File: src/rtl/can_fifo_pkg.sv
// Shared types and register layout for the CAN mailbox FIFO window.
// Assumes a 32-bit word-addressed register port.
package can_fifo_pkg;
    localparam int REG_W  = 32;
    localparam int ADDR_W = 4;
    localparam int DLC_W  = 4;

    // One frame as held in a queue slot or a window
    typedef struct packed {
        logic [31:0]      id;
        logic [DLC_W-1:0] dlc;
        logic [63:0]      data;
    } frame_t;

    // Register word addresses
    localparam logic [ADDR_W-1:0] A_TX_ID  = 4'h0;
    localparam logic [ADDR_W-1:0] A_TX_DLC = 4'h1;
    localparam logic [ADDR_W-1:0] A_TX_DLO = 4'h2;
    localparam logic [ADDR_W-1:0] A_TX_DHI = 4'h3;
    localparam logic [ADDR_W-1:0] A_RX_ID  = 4'h4;
    localparam logic [ADDR_W-1:0] A_RX_DLC = 4'h5;
    localparam logic [ADDR_W-1:0] A_RX_DLO = 4'h6;
    localparam logic [ADDR_W-1:0] A_RX_DHI = 4'h7;
    localparam logic [ADDR_W-1:0] A_TX_CTL = 4'h8;
    localparam logic [ADDR_W-1:0] A_TX_PTR = 4'h9;
    localparam logic [ADDR_W-1:0] A_RX_CTL = 4'hA;
    localparam logic [ADDR_W-1:0] A_RX_PTR = 4'hB;
    localparam logic [ADDR_W-1:0] A_IRQ_EN = 4'hC;
    localparam logic [ADDR_W-1:0] A_IRQ_ST = 4'hD;

    // Field positions
    localparam int TX_EN_BIT    = 0;
    localparam int TX_CNT_LSB   = 1;
    localparam int RX_EN_BIT    = 0;
    localparam int RX_EMPTY_BIT = 7;
    localparam int IRQ_TX_BIT   = 3;   // receive bit sits one above
    localparam int IRQ_SRC_N    = 2;

    localparam logic [7:0] PTR_ADVANCE = 8'hFF;
endpackage

File: src/rtl/can_frame_fifo.sv
// Circular frame queue with occupancy count and synchronous flush.
// Push on full and pop on empty are dropped. A flush wins over push/pop.
// Storage is not reset; only pointers and count are.
module can_frame_fifo
    import can_fifo_pkg::*;
#(
    parameter int DEPTH = 4,
    localparam int PTR_W = (DEPTH > 1) ? $clog2(DEPTH) : 1,
    localparam int CNT_W = $clog2(DEPTH + 1)
) (
    input  logic             clk,
    input  logic             rst_n,
    input  logic             clear,
    input  logic             push,
    input  frame_t           push_frame,
    input  logic             pop,
    output frame_t           head,
    output logic [CNT_W-1:0] count,
    output logic             full,
    output logic             empty
);
    frame_t           mem [DEPTH];
    logic [PTR_W-1:0] wr_ptr, rd_ptr;
    logic             push_ok, pop_ok;

    function automatic logic [PTR_W-1:0] bump(input logic [PTR_W-1:0] p);
        return (p == PTR_W'(DEPTH - 1)) ? '0 : p + 1'b1;
    endfunction

    assign full    = (count == CNT_W'(DEPTH));
    assign empty   = (count == '0);
    assign push_ok = push && !full && !clear;
    assign pop_ok  = pop && !empty && !clear;
    assign head    = mem[rd_ptr];

    // Store the pushed frame in its slot
    always_ff @(posedge clk) begin
        if (push_ok) mem[wr_ptr] <= push_frame;
    end

    // Advance pointers and occupancy
    always_ff @(posedge clk) begin
        if (!rst_n || clear) begin
            wr_ptr <= '0;
            rd_ptr <= '0;
            count  <= '0;
        end else begin
            if (push_ok) wr_ptr <= bump(wr_ptr);
            if (pop_ok)  rd_ptr <= bump(rd_ptr);
            case ({push_ok, pop_ok})
                2'b10:   count <= count + 1'b1;
                2'b01:   count <= count - 1'b1;
                default: count <= count;
            endcase
        end
    end

    // occupancy never exceeds the depth
    count_bound_chk: assert property (@(posedge clk) disable iff (!rst_n)
        count <= CNT_W'(DEPTH));

    // push into a full queue leaves it full and the write side still
    full_push_chk: assert property (@(posedge clk) disable iff (!rst_n)
        (push && full && !pop && !clear) |=> (full && $stable(wr_ptr)));

    // pop on empty moves nothing
    empty_pop_chk: assert property (@(posedge clk) disable iff (!rst_n)
        (pop && empty && !push && !clear) |=> (empty && $stable(rd_ptr)));

    // flush empties the queue
    flush_chk: assert property (@(posedge clk) disable iff (!rst_n)
        clear |=> empty);
endmodule

File: src/rtl/can_fifo_irq.sv
// Interrupt status and enable for the queue events.
// Source 0 is transmit-removed (bit IRQ_TX_BIT), source 1 is receive-stored
// (the bit above). An event wins over a clearing write in the same cycle.
module can_fifo_irq
    import can_fifo_pkg::*;
(
    input  logic                 clk,
    input  logic                 rst_n,
    input  logic [IRQ_SRC_N-1:0] evt,
    input  logic                 en_wr,
    input  logic                 st_wr,
    input  logic [7:0]           wbyte,
    output logic [7:0]           en_byte,
    output logic [7:0]           st_byte,
    output logic                 irq
);
    logic [IRQ_SRC_N-1:0] en_q, st_q, st_d;

    // Next status per source: set on event, clear on a written 0
    generate
        for (genvar i = 0; i < IRQ_SRC_N; i++) begin : g_src
            always_comb begin
                if (evt[i])                              st_d[i] = 1'b1;
                else if (st_wr && !wbyte[IRQ_TX_BIT+i])  st_d[i] = 1'b0;
                else                                     st_d[i] = st_q[i];
            end

            // an event always leaves its status bit set
            evt_set_chk: assert property (@(posedge clk) disable iff (!rst_n)
                evt[i] |=> st_byte[IRQ_TX_BIT+i]);
        end
    endgenerate

    // Hold status and enable registers
    always_ff @(posedge clk) begin
        if (!rst_n) begin
            en_q <= '0;
            st_q <= '0;
        end else begin
            st_q <= st_d;
            if (en_wr) en_q <= wbyte[IRQ_TX_BIT +: IRQ_SRC_N];
        end
    end

    // Place fields in the register bytes and form the request
    always_comb begin
        en_byte = '0;
        st_byte = '0;
        en_byte[IRQ_TX_BIT +: IRQ_SRC_N] = en_q;
        st_byte[IRQ_TX_BIT +: IRQ_SRC_N] = st_q;
        irq = |(st_q & en_q);
    end

    // without event or status write the status holds
    st_hold_chk: assert property (@(posedge clk) disable iff (!rst_n)
        (evt == '0 && !st_wr) |=> $stable(st_byte));
endmodule

File: src/rtl/can_fifo_window.sv
// Register front end of the CAN mailbox FIFO window.
// Holds the transmit window, decodes CPU writes into commits and releases,
// and joins two frame queues and the interrupt block. Reads are
// combinational on cpu_addr; writes take effect at the clock edge.
module can_fifo_window
    import can_fifo_pkg::*;
#(
    parameter int DEPTH = 4,
    localparam int CNT_W = $clog2(DEPTH + 1)
) (
    input  logic              clk,
    input  logic              rst_n,
    input  logic              cpu_wr,
    input  logic [ADDR_W-1:0] cpu_addr,
    input  logic [REG_W-1:0]  cpu_wdata,
    output logic [REG_W-1:0]  cpu_rdata,
    output logic              irq,
    output logic              tx_valid,
    output logic [31:0]       tx_id,
    output logic [DLC_W-1:0]  tx_dlc,
    output logic [63:0]       tx_data,
    input  logic              tx_done,
    input  logic              rx_valid,
    input  logic [31:0]       rx_id,
    input  logic [DLC_W-1:0]  rx_dlc,
    input  logic [63:0]       rx_data,
    output logic              rx_ready
);
    frame_t           tx_win, tx_head, rx_head, rx_in;
    logic             tx_en, rx_en;
    logic [CNT_W-1:0] tx_cnt, rx_cnt;
    logic             tx_full, tx_empty, rx_full, rx_empty;
    logic             ptr_code, tx_commit, rx_release, tx_pop, rx_push;
    logic [7:0]       irq_en_byte, irq_st_byte;

    assign ptr_code   = (cpu_wdata[7:0] == PTR_ADVANCE);
    assign tx_commit  = cpu_wr && (cpu_addr == A_TX_PTR) && ptr_code && tx_en;
    assign rx_release = cpu_wr && (cpu_addr == A_RX_PTR) && ptr_code && rx_en;
    assign tx_valid   = !tx_empty;
    assign tx_pop     = tx_done && tx_valid;
    assign rx_ready   = rx_en && !rx_full;
    assign rx_push    = rx_valid && rx_ready;
    assign rx_in      = '{id: rx_id, dlc: rx_dlc, data: rx_data};
    assign tx_id      = tx_head.id;
    assign tx_dlc     = tx_head.dlc;
    assign tx_data    = tx_head.data;

    // CPU writes into the transmit window and the enable bits
    always_ff @(posedge clk) begin
        if (!rst_n) begin
            tx_win <= '0;
            tx_en  <= 1'b0;
            rx_en  <= 1'b0;
        end else if (cpu_wr) begin
            case (cpu_addr)
                A_TX_ID:  tx_win.id          <= cpu_wdata;
                A_TX_DLC: tx_win.dlc         <= cpu_wdata[DLC_W-1:0];
                A_TX_DLO: tx_win.data[31:0]  <= cpu_wdata;
                A_TX_DHI: tx_win.data[63:32] <= cpu_wdata;
                A_TX_CTL: tx_en              <= cpu_wdata[TX_EN_BIT];
                A_RX_CTL: rx_en              <= cpu_wdata[RX_EN_BIT];
                default:  ;
            endcase
        end
    end

    can_frame_fifo #(.DEPTH(DEPTH)) u_tx_q (
        .clk(clk), .rst_n(rst_n), .clear(!tx_en),
        .push(tx_commit), .push_frame(tx_win), .pop(tx_pop),
        .head(tx_head), .count(tx_cnt), .full(tx_full), .empty(tx_empty)
    );

    can_frame_fifo #(.DEPTH(DEPTH)) u_rx_q (
        .clk(clk), .rst_n(rst_n), .clear(!rx_en),
        .push(rx_push), .push_frame(rx_in), .pop(rx_release),
        .head(rx_head), .count(rx_cnt), .full(rx_full), .empty(rx_empty)
    );

    can_fifo_irq u_irq (
        .clk(clk), .rst_n(rst_n), .evt({rx_push, tx_pop}),
        .en_wr(cpu_wr && cpu_addr == A_IRQ_EN),
        .st_wr(cpu_wr && cpu_addr == A_IRQ_ST),
        .wbyte(cpu_wdata[7:0]),
        .en_byte(irq_en_byte), .st_byte(irq_st_byte), .irq(irq)
    );

    // Read multiplexer over windows and control registers
    always_comb begin
        cpu_rdata = '0;
        case (cpu_addr)
            A_TX_ID:  cpu_rdata = tx_win.id;
            A_TX_DLC: cpu_rdata[DLC_W-1:0] = tx_win.dlc;
            A_TX_DLO: cpu_rdata = tx_win.data[31:0];
            A_TX_DHI: cpu_rdata = tx_win.data[63:32];
            A_RX_ID:  cpu_rdata = rx_head.id;
            A_RX_DLC: cpu_rdata[DLC_W-1:0] = rx_head.dlc;
            A_RX_DLO: cpu_rdata = rx_head.data[31:0];
            A_RX_DHI: cpu_rdata = rx_head.data[63:32];
            A_TX_CTL: begin
                cpu_rdata[TX_EN_BIT]            = tx_en;
                cpu_rdata[TX_CNT_LSB +: CNT_W]  = tx_cnt;
            end
            A_RX_CTL: begin
                cpu_rdata[RX_EN_BIT]    = rx_en;
                cpu_rdata[RX_EMPTY_BIT] = rx_empty;
            end
            A_IRQ_EN: cpu_rdata[7:0] = irq_en_byte;
            A_IRQ_ST: cpu_rdata[7:0] = irq_st_byte;
            default:  cpu_rdata = '0;
        endcase
    end

    // a commit on a full transmit queue without a pop keeps the count
    tx_full_commit_chk: assert property (@(posedge clk) disable iff (!rst_n)
        (tx_commit && tx_full && !tx_pop) |=> $stable(tx_cnt));

    // a disabled transmit queue presents nothing
    tx_off_chk: assert property (@(posedge clk) disable iff (!rst_n)
        !tx_en |=> !tx_valid);

    // a refused frame does not change receive occupancy
    rx_drop_chk: assert property (@(posedge clk) disable iff (!rst_n)
        (rx_valid && rx_en && rx_full && !rx_release) |=> $stable(rx_cnt));
endmodule

File: config.mk
export PLATFORM = sky130hd
export DESIGN_NAME = can_fifo_window
export DESIGN_NICKNAME = d
export VERILOG_FILES = /design/src/rtl/can_fifo_pkg.sv /design/src/rtl/can_frame_fifo.sv /design/src/rtl/can_fifo_irq.sv /design/src/rtl/can_fifo_window.sv
export SDC_FILE = /design/constraint.sdc
export NUM_CORES = 1
export LEC_CHECK = 0
export BUFFER_PORTS_ARGS = -buffer_cell sky130_fd_sc_hd__buf_2
export CAP_MARGIN = 20
export CORE_MARGIN = 2
export CORE_UTILIZATION = 45
export CTS_BUF_LIST = sky130_fd_sc_hd__clkbuf_2
export DETAILED_ROUTE_END_ITERATION = 10
export GPL_TIMING_DRIVEN = 0
export PLACE_DENSITY = 0.72
export SETUP_SLACK_MARGIN = 0.15
export SYNTH_ARGS = -nofsm -noshare
export SYNTH_HDL_FRONTEND = slang
export SYNTH_SLANG_ARGS = --single-unit
File: constraint.sdc
create_clock -name clk -period 5.1 [get_ports clk]
set_input_delay 0.765 -clock clk [delete_from_list [all_inputs] [get_ports clk]]
set_output_delay 0.765 -clock clk [all_outputs]
set_load 0.005 [all_outputs]
==> flow_metrics.tcl, run 1 <==
set metrics [dict create \
    status "finished clean" \
    period_share 0.950 \
    grt_pass1_wl_mm 132 \
    placed_cells 3184 \
    hold_start "rx_id[5]" \
    fin_cells 3806 \
    grt_remaining_overflow 0 \
    cts_buffer_depth 3 \
    placed_area_um2 38400 \
    synth_ff_type "edfxtp_1" \
    fin_setup_tns_ps 0 \
    fp-row-count 102 \
    clk_latency_ps 1440 \
    yosys_warnings 0 \
    max_cap_violations 0 \
    maxSlewViolCount 0 \
    synth_nets 2010 \
    final_antenna_net_count 0 \
    antenna_found_initial 9 \
    netlist_area_um2 35300 \
    cts_sinks 924 \
    ys_seq_area_frac 0.752 \
    areaGrowthSynthToFinish_pct 21.0 \
    die-area_um2 80600 \
    final_area_um2 42700 \
    drtPass1Iterations 6 \
    worst_hold_slack_ps 176 \
    cts_max_level 4 \
    drc 0 \
    final-setup-viol-count 0 \
    cts_buffers 214 \
    hold_viol_final 0 \
    cts_root_buf "clkbuf_2" \
    maxSlewHeadroom 0.308 \
    setup.worst_path.class "in -> out" \
    start_kind "input port" \
    finClkSkew_ps 115 \
    wl_per_cell_um 23.3 \
    fin_total_pwr_w 0.0134 \
    synthCells 1855 \
    crit_fanout 10 \
    ys_seq_elements 924 \
    num-nets-final 2733 \
    grt_pass1_vias 21500 \
    vias 20600 \
    place_congestion 0.880 \
    hp-class "in -> reg" \
    crit_arrival_ps 4080 \
    async_reset_ff_frac 0 \
    die_y_um 284 \
    r2r_start "u_rx_q.count[2]" \
    endpoint_kind "output port" \
    grt_usage 0.220 \
    drtIter0Drc 1841 \
    grt_max_degree 53 \
    drive_gt1_frac 0.328 \
    rsz0062_at_grt "no" \
    io_buffer_count 273 \
    via_per_inst 5.41 \
    max_clock_freq_mhz 206 \
    ir_drop_mv 0.202 \
    cp.required_ps 4340 \
    power.leakage_nw 15.5 \
    ys_types 48 \
    wl_mm 88.7 \
    worst_slew_pin_slew_ps 1030 \
    layout_min_cycle_time_ps 4840 \
    fillers 6040 \
    cts_setup_buffers 0 \
    clkTransAtPathRegs_ps 100 \
    power_density_nw_per_um2 314 \
    cts_tree "yes" \
    synth_edf_count 800 \
    fp.dieW_um 284 \
    worstSetupStartpoint "cpu_addr[0]" \
    dp_hpwl_mm 59.6 \
    initial_utilization 0.455 \
    syn_area_per_cell_um2 19.0 \
    ioPinCount 276 \
    core_um2 77500 \
]
==> cells by family after synthesis <==
family                     count (synthesis)  share of synthesized area
muxes                                    242                      0.140
and+or+nand+nor                          310                     0.0375
DFF                                      924                      0.752
adders and majority gates                 14                    0.00539
xor gates and xnor gates                   4                   0.000994
AOI/OAI and AO/OA                        237                     0.0499
buffers and inverters                    124                     0.0139
==> worst max-delay path, stage by stage <==
cell and delay (ps):
dlygate4sd3_1 530, buf_2 160, clkbuf_1 360, nand2b_1 340
nor2_1 410, clkbuf_1 780, a22oi_1 340, o211ai_1 230
buf_2 160
==> placed cells by master (no fill, tap or decap), types with 4 or more instances in the layout <==
cell           instances
a21boi_0              64
a21boi_1              39
a21oi_1               12
a22o_1                28
a22oi_1               61
and2_4                 4
and3_4                 4
buf_1                 12
buf_16                16
buf_2                289
clkbuf_1              71
clkbuf_2             329
clkinv_1              48
clkinv_2              12
clkinv_4               4
dfxtp_1              124
diode_2                5
dlygate4sd3_1        217
edfxtp_1             800
ha_1                  12
inv_1                 15
inv_6                  4
mux2_2                29
mux2i_1               14
mux4_2               199
nand2_1              233
nand3_1               12
nand4_1                4
nor2_1                20
nor2b_1                8
o21ai_0               16
o311ai_0               4
or3_1                  8
xor2_1                 4
==> metal layers <==
| metal | wire, um | part of all wire | GRT usage | up-vias |
|---|---|---|---|---|
| li1 | - | - | - | 9088 |
| met1 | 34700 | 0.39 | 0.276 | 10400 |
| met2 | 44100 | 0.50 | 0.365 | 934 |
| met3 | 6700 | 0.076 | 0.0546 | 181 |
| met4 | 3090 | 0.035 | 0.0959 | 8 |
| met5 | 52 | 0.00059 | 0 | - |
==> flip-flops by register name, indices dropped and copies added, names as in the netlist, named ones only <==
register       cells
u_irq.en_q         2
u_irq.st_q         2
u_rx_q.count       3
u_rx_q.rd_ptr      2
u_tx_q.rd_ptr      2
u_rx_q.wr_ptr      2
tx_win           100
tx_en              1
u_rx_q.mem       400
u_tx_q.wr_ptr      2
u_tx_q.count       3
u_tx_q.mem       400
rx_en              1
==> synthesized netlist by cell type (all sizes together), types with 2 or more instances <==
library cell | n | area [um2]
a21boi | 103 | 773
a21oi | 12 | 60.1
a22o | 28 | 245
a22oi | 61 | 458
a31oi | 2 | 12.5
and2 | 4 | 25.0
and3 | 7 | 43.8
buf | 33 | 150
clkbuf | 76 | 285
dfxtp | 124 | 2480
edfxtp | 800 | 24000
fa | 2 | 40.0
ha | 12 | 150
inv | 15 | 56.3
mux2 | 29 | 327
mux2i | 14 | 140
mux4 | 199 | 4480
nand2 | 233 | 875
nand2b | 2 | 12.5
nand3 | 12 | 60.1
nand3b | 4 | 42.5
nand4 | 4 | 25.0
nor2 | 20 | 75.1
nor2b | 8 | 50.1
o211ai | 2 | 15.0
o21ai | 16 | 80.1
o311ai | 5 | 43.8
or3 | 8 | 50.1
or4 | 3 | 22.5
xor2 | 4 | 35.0
==> path summary, 6_finish.rpt <==
path	to	slack (ps)	cells past startpoint
hold reg to reg	u_tx_q.mem[1][60]	450	0
setup / recovery	cpu_rdata[4]	260	9
setup reg to reg	u_rx_q.count[2]	2390	8
hold / removal	u_rx_q.mem[0][73]	180	2
==> per-stage QoR <==
step | util | worst slack (ps)
global placement | 0.489 | -1620
finish | 0.551 | 257
floorplan | - | 486
detailed placement | 0.496 | 523
global route | 0.551 | 211
CTS | 0.550 | 186
==> report_power, final <==
| group | internal, W | switching [W] |
|---|---|---|
| clock network | 0.00189 | 0.00290 |
| logic | 0.000201 | 0.000212 |
| registers | 0.00816 | 0.0000201 |
| total | 0.0102 | 0.00313 |
==> final cells by class <==
class	instances	area, um2	area share
tap	1040	1300	0.0305
timing repair buffer	507	3990	0.0936
buffer	109	455	0.0107
antenna	5	12.5	0.000293
sequential	924	26500	0.621
inverter	15	56.3	0.00132
multi-input combinational	807	8280	0.194
clock buffer	323	1620	0.0379
clock inverter	76	434	0.0102
==> repair_timing <==
action	4_1_cts	5_1_grt
gates cloned	0	0
endpoints found under the setup margin	46	7
pin swaps	0	0
gates resized for setup	6	6
hold endpoints to repair	599	0
hold buffers	217	0
(Power assumes the default switching activity.)
==> run 2: changes to the inputs <==
--- a/config.mk
+++ b/config.mk
@@ -7,12 +7,14 @@
 export LEC_CHECK = 0
 export BUFFER_PORTS_ARGS = -buffer_cell sky130_fd_sc_hd__buf_2
 export CAP_MARGIN = 20
+export CELL_PAD_IN_SITES_DETAIL_PLACEMENT = 0
+export CELL_PAD_IN_SITES_GLOBAL_PLACEMENT = 1
 export CORE_MARGIN = 2
 export CORE_UTILIZATION = 45
 export CTS_BUF_LIST = sky130_fd_sc_hd__clkbuf_2
 export DETAILED_ROUTE_END_ITERATION = 10
 export GPL_TIMING_DRIVEN = 0
-export PLACE_DENSITY = 0.72
+export PLACE_DENSITY = 0.79
 export SETUP_SLACK_MARGIN = 0.15
 export SYNTH_ARGS = -nofsm -noshare
 export SYNTH_HDL_FRONTEND = slang
==> run 2 against run 1 <==
Compared with the run above: cell area down 0.82%; worst setup slack better by 180 ps; cell count down 0.39%; core utilization decreased by 0.45 points; register-to-register slack is essentially flat; non-clock buffer count down 23; critical path type unchanged; clock skew fell by 16 ps; via count is 0.33% lower; fmax is 3.9% higher; worst hold slack worse by 21 ps; largest power group unchanged; first-iteration DRC count up 3.2%.
==> flow_metrics.tcl, run 2 (synthesis results as in run 1) <==
set metrics [dict create \
    status "finished clean" \
    via_per_inst 5.42 \
    areaGrowthSynthToFinish_pct 20.0 \
    grt_pass1_vias 21400 \
    endpoint_kind "output port" \
    drtIter0Drc 1899 \
    worst_hold_slack_ps 155 \
    fin_util 0.546 \
    ir_drop_mv 0.236 \
    maxSlewHeadroom 0.313 \
    grt_usage 0.220 \
    cts_buffers 217 \
    clkTransAtPathRegs_ps 100 \
    layout_setup_ws_ps 437 \
    cts_setup_buffers 0 \
    power.leakage_nw 15.3 \
    drive_gt1_frac 0.321 \
    crit_arrival_ps 3900 \
    period_share 0.914 \
    fin_cells 3791 \
    maxSlewViolCount 0 \
    wl_mm 88.7 \
    worst_slew_pin_slew_ps 1030 \
    hold_start "rx_data[56]" \
    final-setup-viol-count 0 \
    start_kind "input port" \
    num-nets-final 2713 \
    die-area_um2 80600 \
    core_um2 77500 \
    hold_viol_final 0 \
    placed_cells 3179 \
    cts_tree "yes" \
    rr_worst_depth 4 \
    fp-row-count 102 \
    rsz0062_at_grt "no" \
    top_regs "u_rx_q.mem: 400 flops, u_tx_q.mem: 400 flops, tx_win: 100 flops" \
    cts_buffer_depth 3 \
    p_sw_frac 0.236 \
    power_switching_w 0.00313 \
    place_congestion 0.838 \
    reg2reg_setup_slack_ps 2390 \
    die_y_um 284 \
    crit_fanout 10 \
    cts_root_buf "clkbuf_2" \
    cts_max_level 4 \
    dp_hpwl_mm 58.8 \
    grt_pass1_wl_mm 132 \
    hold_end "u_rx_q.mem[3][56]" \
    io_buffer_count 273 \
    vias 20500 \
    clk_latency_ps 1430 \
    r2r_end "u_rx_q.mem[2][59]" \
    ioPinCount 276 \
    layout_min_cycle_time_ps 4660 \
    drc 0 \
    p_seq_frac 0.617 \
    hp-class "in -> reg" \
    fillers 6122 \
    final_antenna_net_count 0 \
    antenna_found_initial 7 \
    grt_max_degree 60 \
    clockPowerShare 0.352 \
    initial_utilization 0.455 \
    fin_setup_tns_ps 0 \
    power_density_nw_per_um2 313 \
    cp.required_ps 4340 \
    finClkSkew_ps 98.6 \
    place_worst_setup_slack_ps 504 \
    drtPass1Iterations 5 \
    grt_remaining_overflow 0 \
    setup.worst_path.class "in -> out" \
    layout_commonest_cell "edfxtp_1" \
    hold_depth 2 \
    mostFrequentLayoutCells "edfxtp_1 (800), clkbuf_2 (313), buf_2 (289)" \
    p_comb_frac 0.031 \
    max_cap_violations 0 \
    cts_sinks 924 \
    p_int_w 0.0101 \
    wl_per_cell_um 23.4 \
    r2r_start "u_rx_q.count[0]" \
    fp.dieW_um 284 \
    max_clock_freq_mhz 214 \
]
-- run 2: repair_timing --
action / CTS / global route
endpoints found under the hold margin: 569 / 0
gates resized for setup: 4 / 8
hold buffers: 200 / 0
setup endpoints to repair: 24 / 22
-- run 2: cell type report --
| type | count | area (um2) | share of cell area |
|---|---|---|---|
| multi-input cells | 807 | 8290 | 0.196 |
| clock buffers | 309 | 1550 | 0.0366 |
| well taps | 1040 | 1300 | 0.0308 |
| diodes | 6 | 15.0 | 0.000355 |
| repair buffers | 484 | 3670 | 0.0868 |
| clock inverters | 97 | 474 | 0.0112 |
| flip-flops and latches | 924 | 26500 | 0.626 |
| inverters | 15 | 56.3 | 0.00133 |
| plain buffers | 109 | 453 | 0.0107 |
-- run 2: worst max path at each step --
stage,start,end,slack [ps],depth (start not counted)
after global placement,cpu_wdata[0],u_tx_q.mem[3][88],-1610,6
after floorplan,cpu_wr,u_tx_q.mem[0][0],490,6
after global routing,flip-flop,tx_data[47],160,4
after detailed placement,cpu_addr[1],cpu_rdata[25],500,9
final,cpu_addr[3],cpu_rdata[4],440,9
after CTS,flip-flop,tx_data[6],150,4
-- run 2: critical path, cell delays in order --
cell and delay, ps:
dlygate4sd3_1 530, buf_2 150, clkbuf_1 250, nand2b_1 360, nor2_1 420, clkbuf_1 720
a22oi_1 290, o211ai_1 220, buf_2 170
-- run 2: per-layer routing --
metal,GRT usage,up-vias,part of all wire
met5,0,-,0.00045
met4,0.0804,8,0.022
met3,0.0576,126,0.074
met2,0.370,885,0.51
met1,0.277,10500,0.39
li1,-,9030,-
-- run 2: power groups by stage --
stage / registers, W / clock network, W / logic [W]
finish: 0.00818 / 0.00467 / 0.000407
global route: 0.00818 / 0.00519 / 0.000434
CTS: 0.00818 / 0.00478 / 0.000404
detailed placement: 0.00835 / 0 / 0.000277
global placement: 0.00835 / 0 / 0.000266
floorplan: 0.00834 / 0 / 0.0000996
-- run 2: metrics by stage --
stage	instance area, um2	power (W)
3_5_place_dp	38300	0.00863
2_1_floorplan	35300	0.00844
3_3_place_gp	37900	0.00861
5_1_grt	42300	0.0138
4_1_cts	42300	0.0134
6_report	42300	0.0133
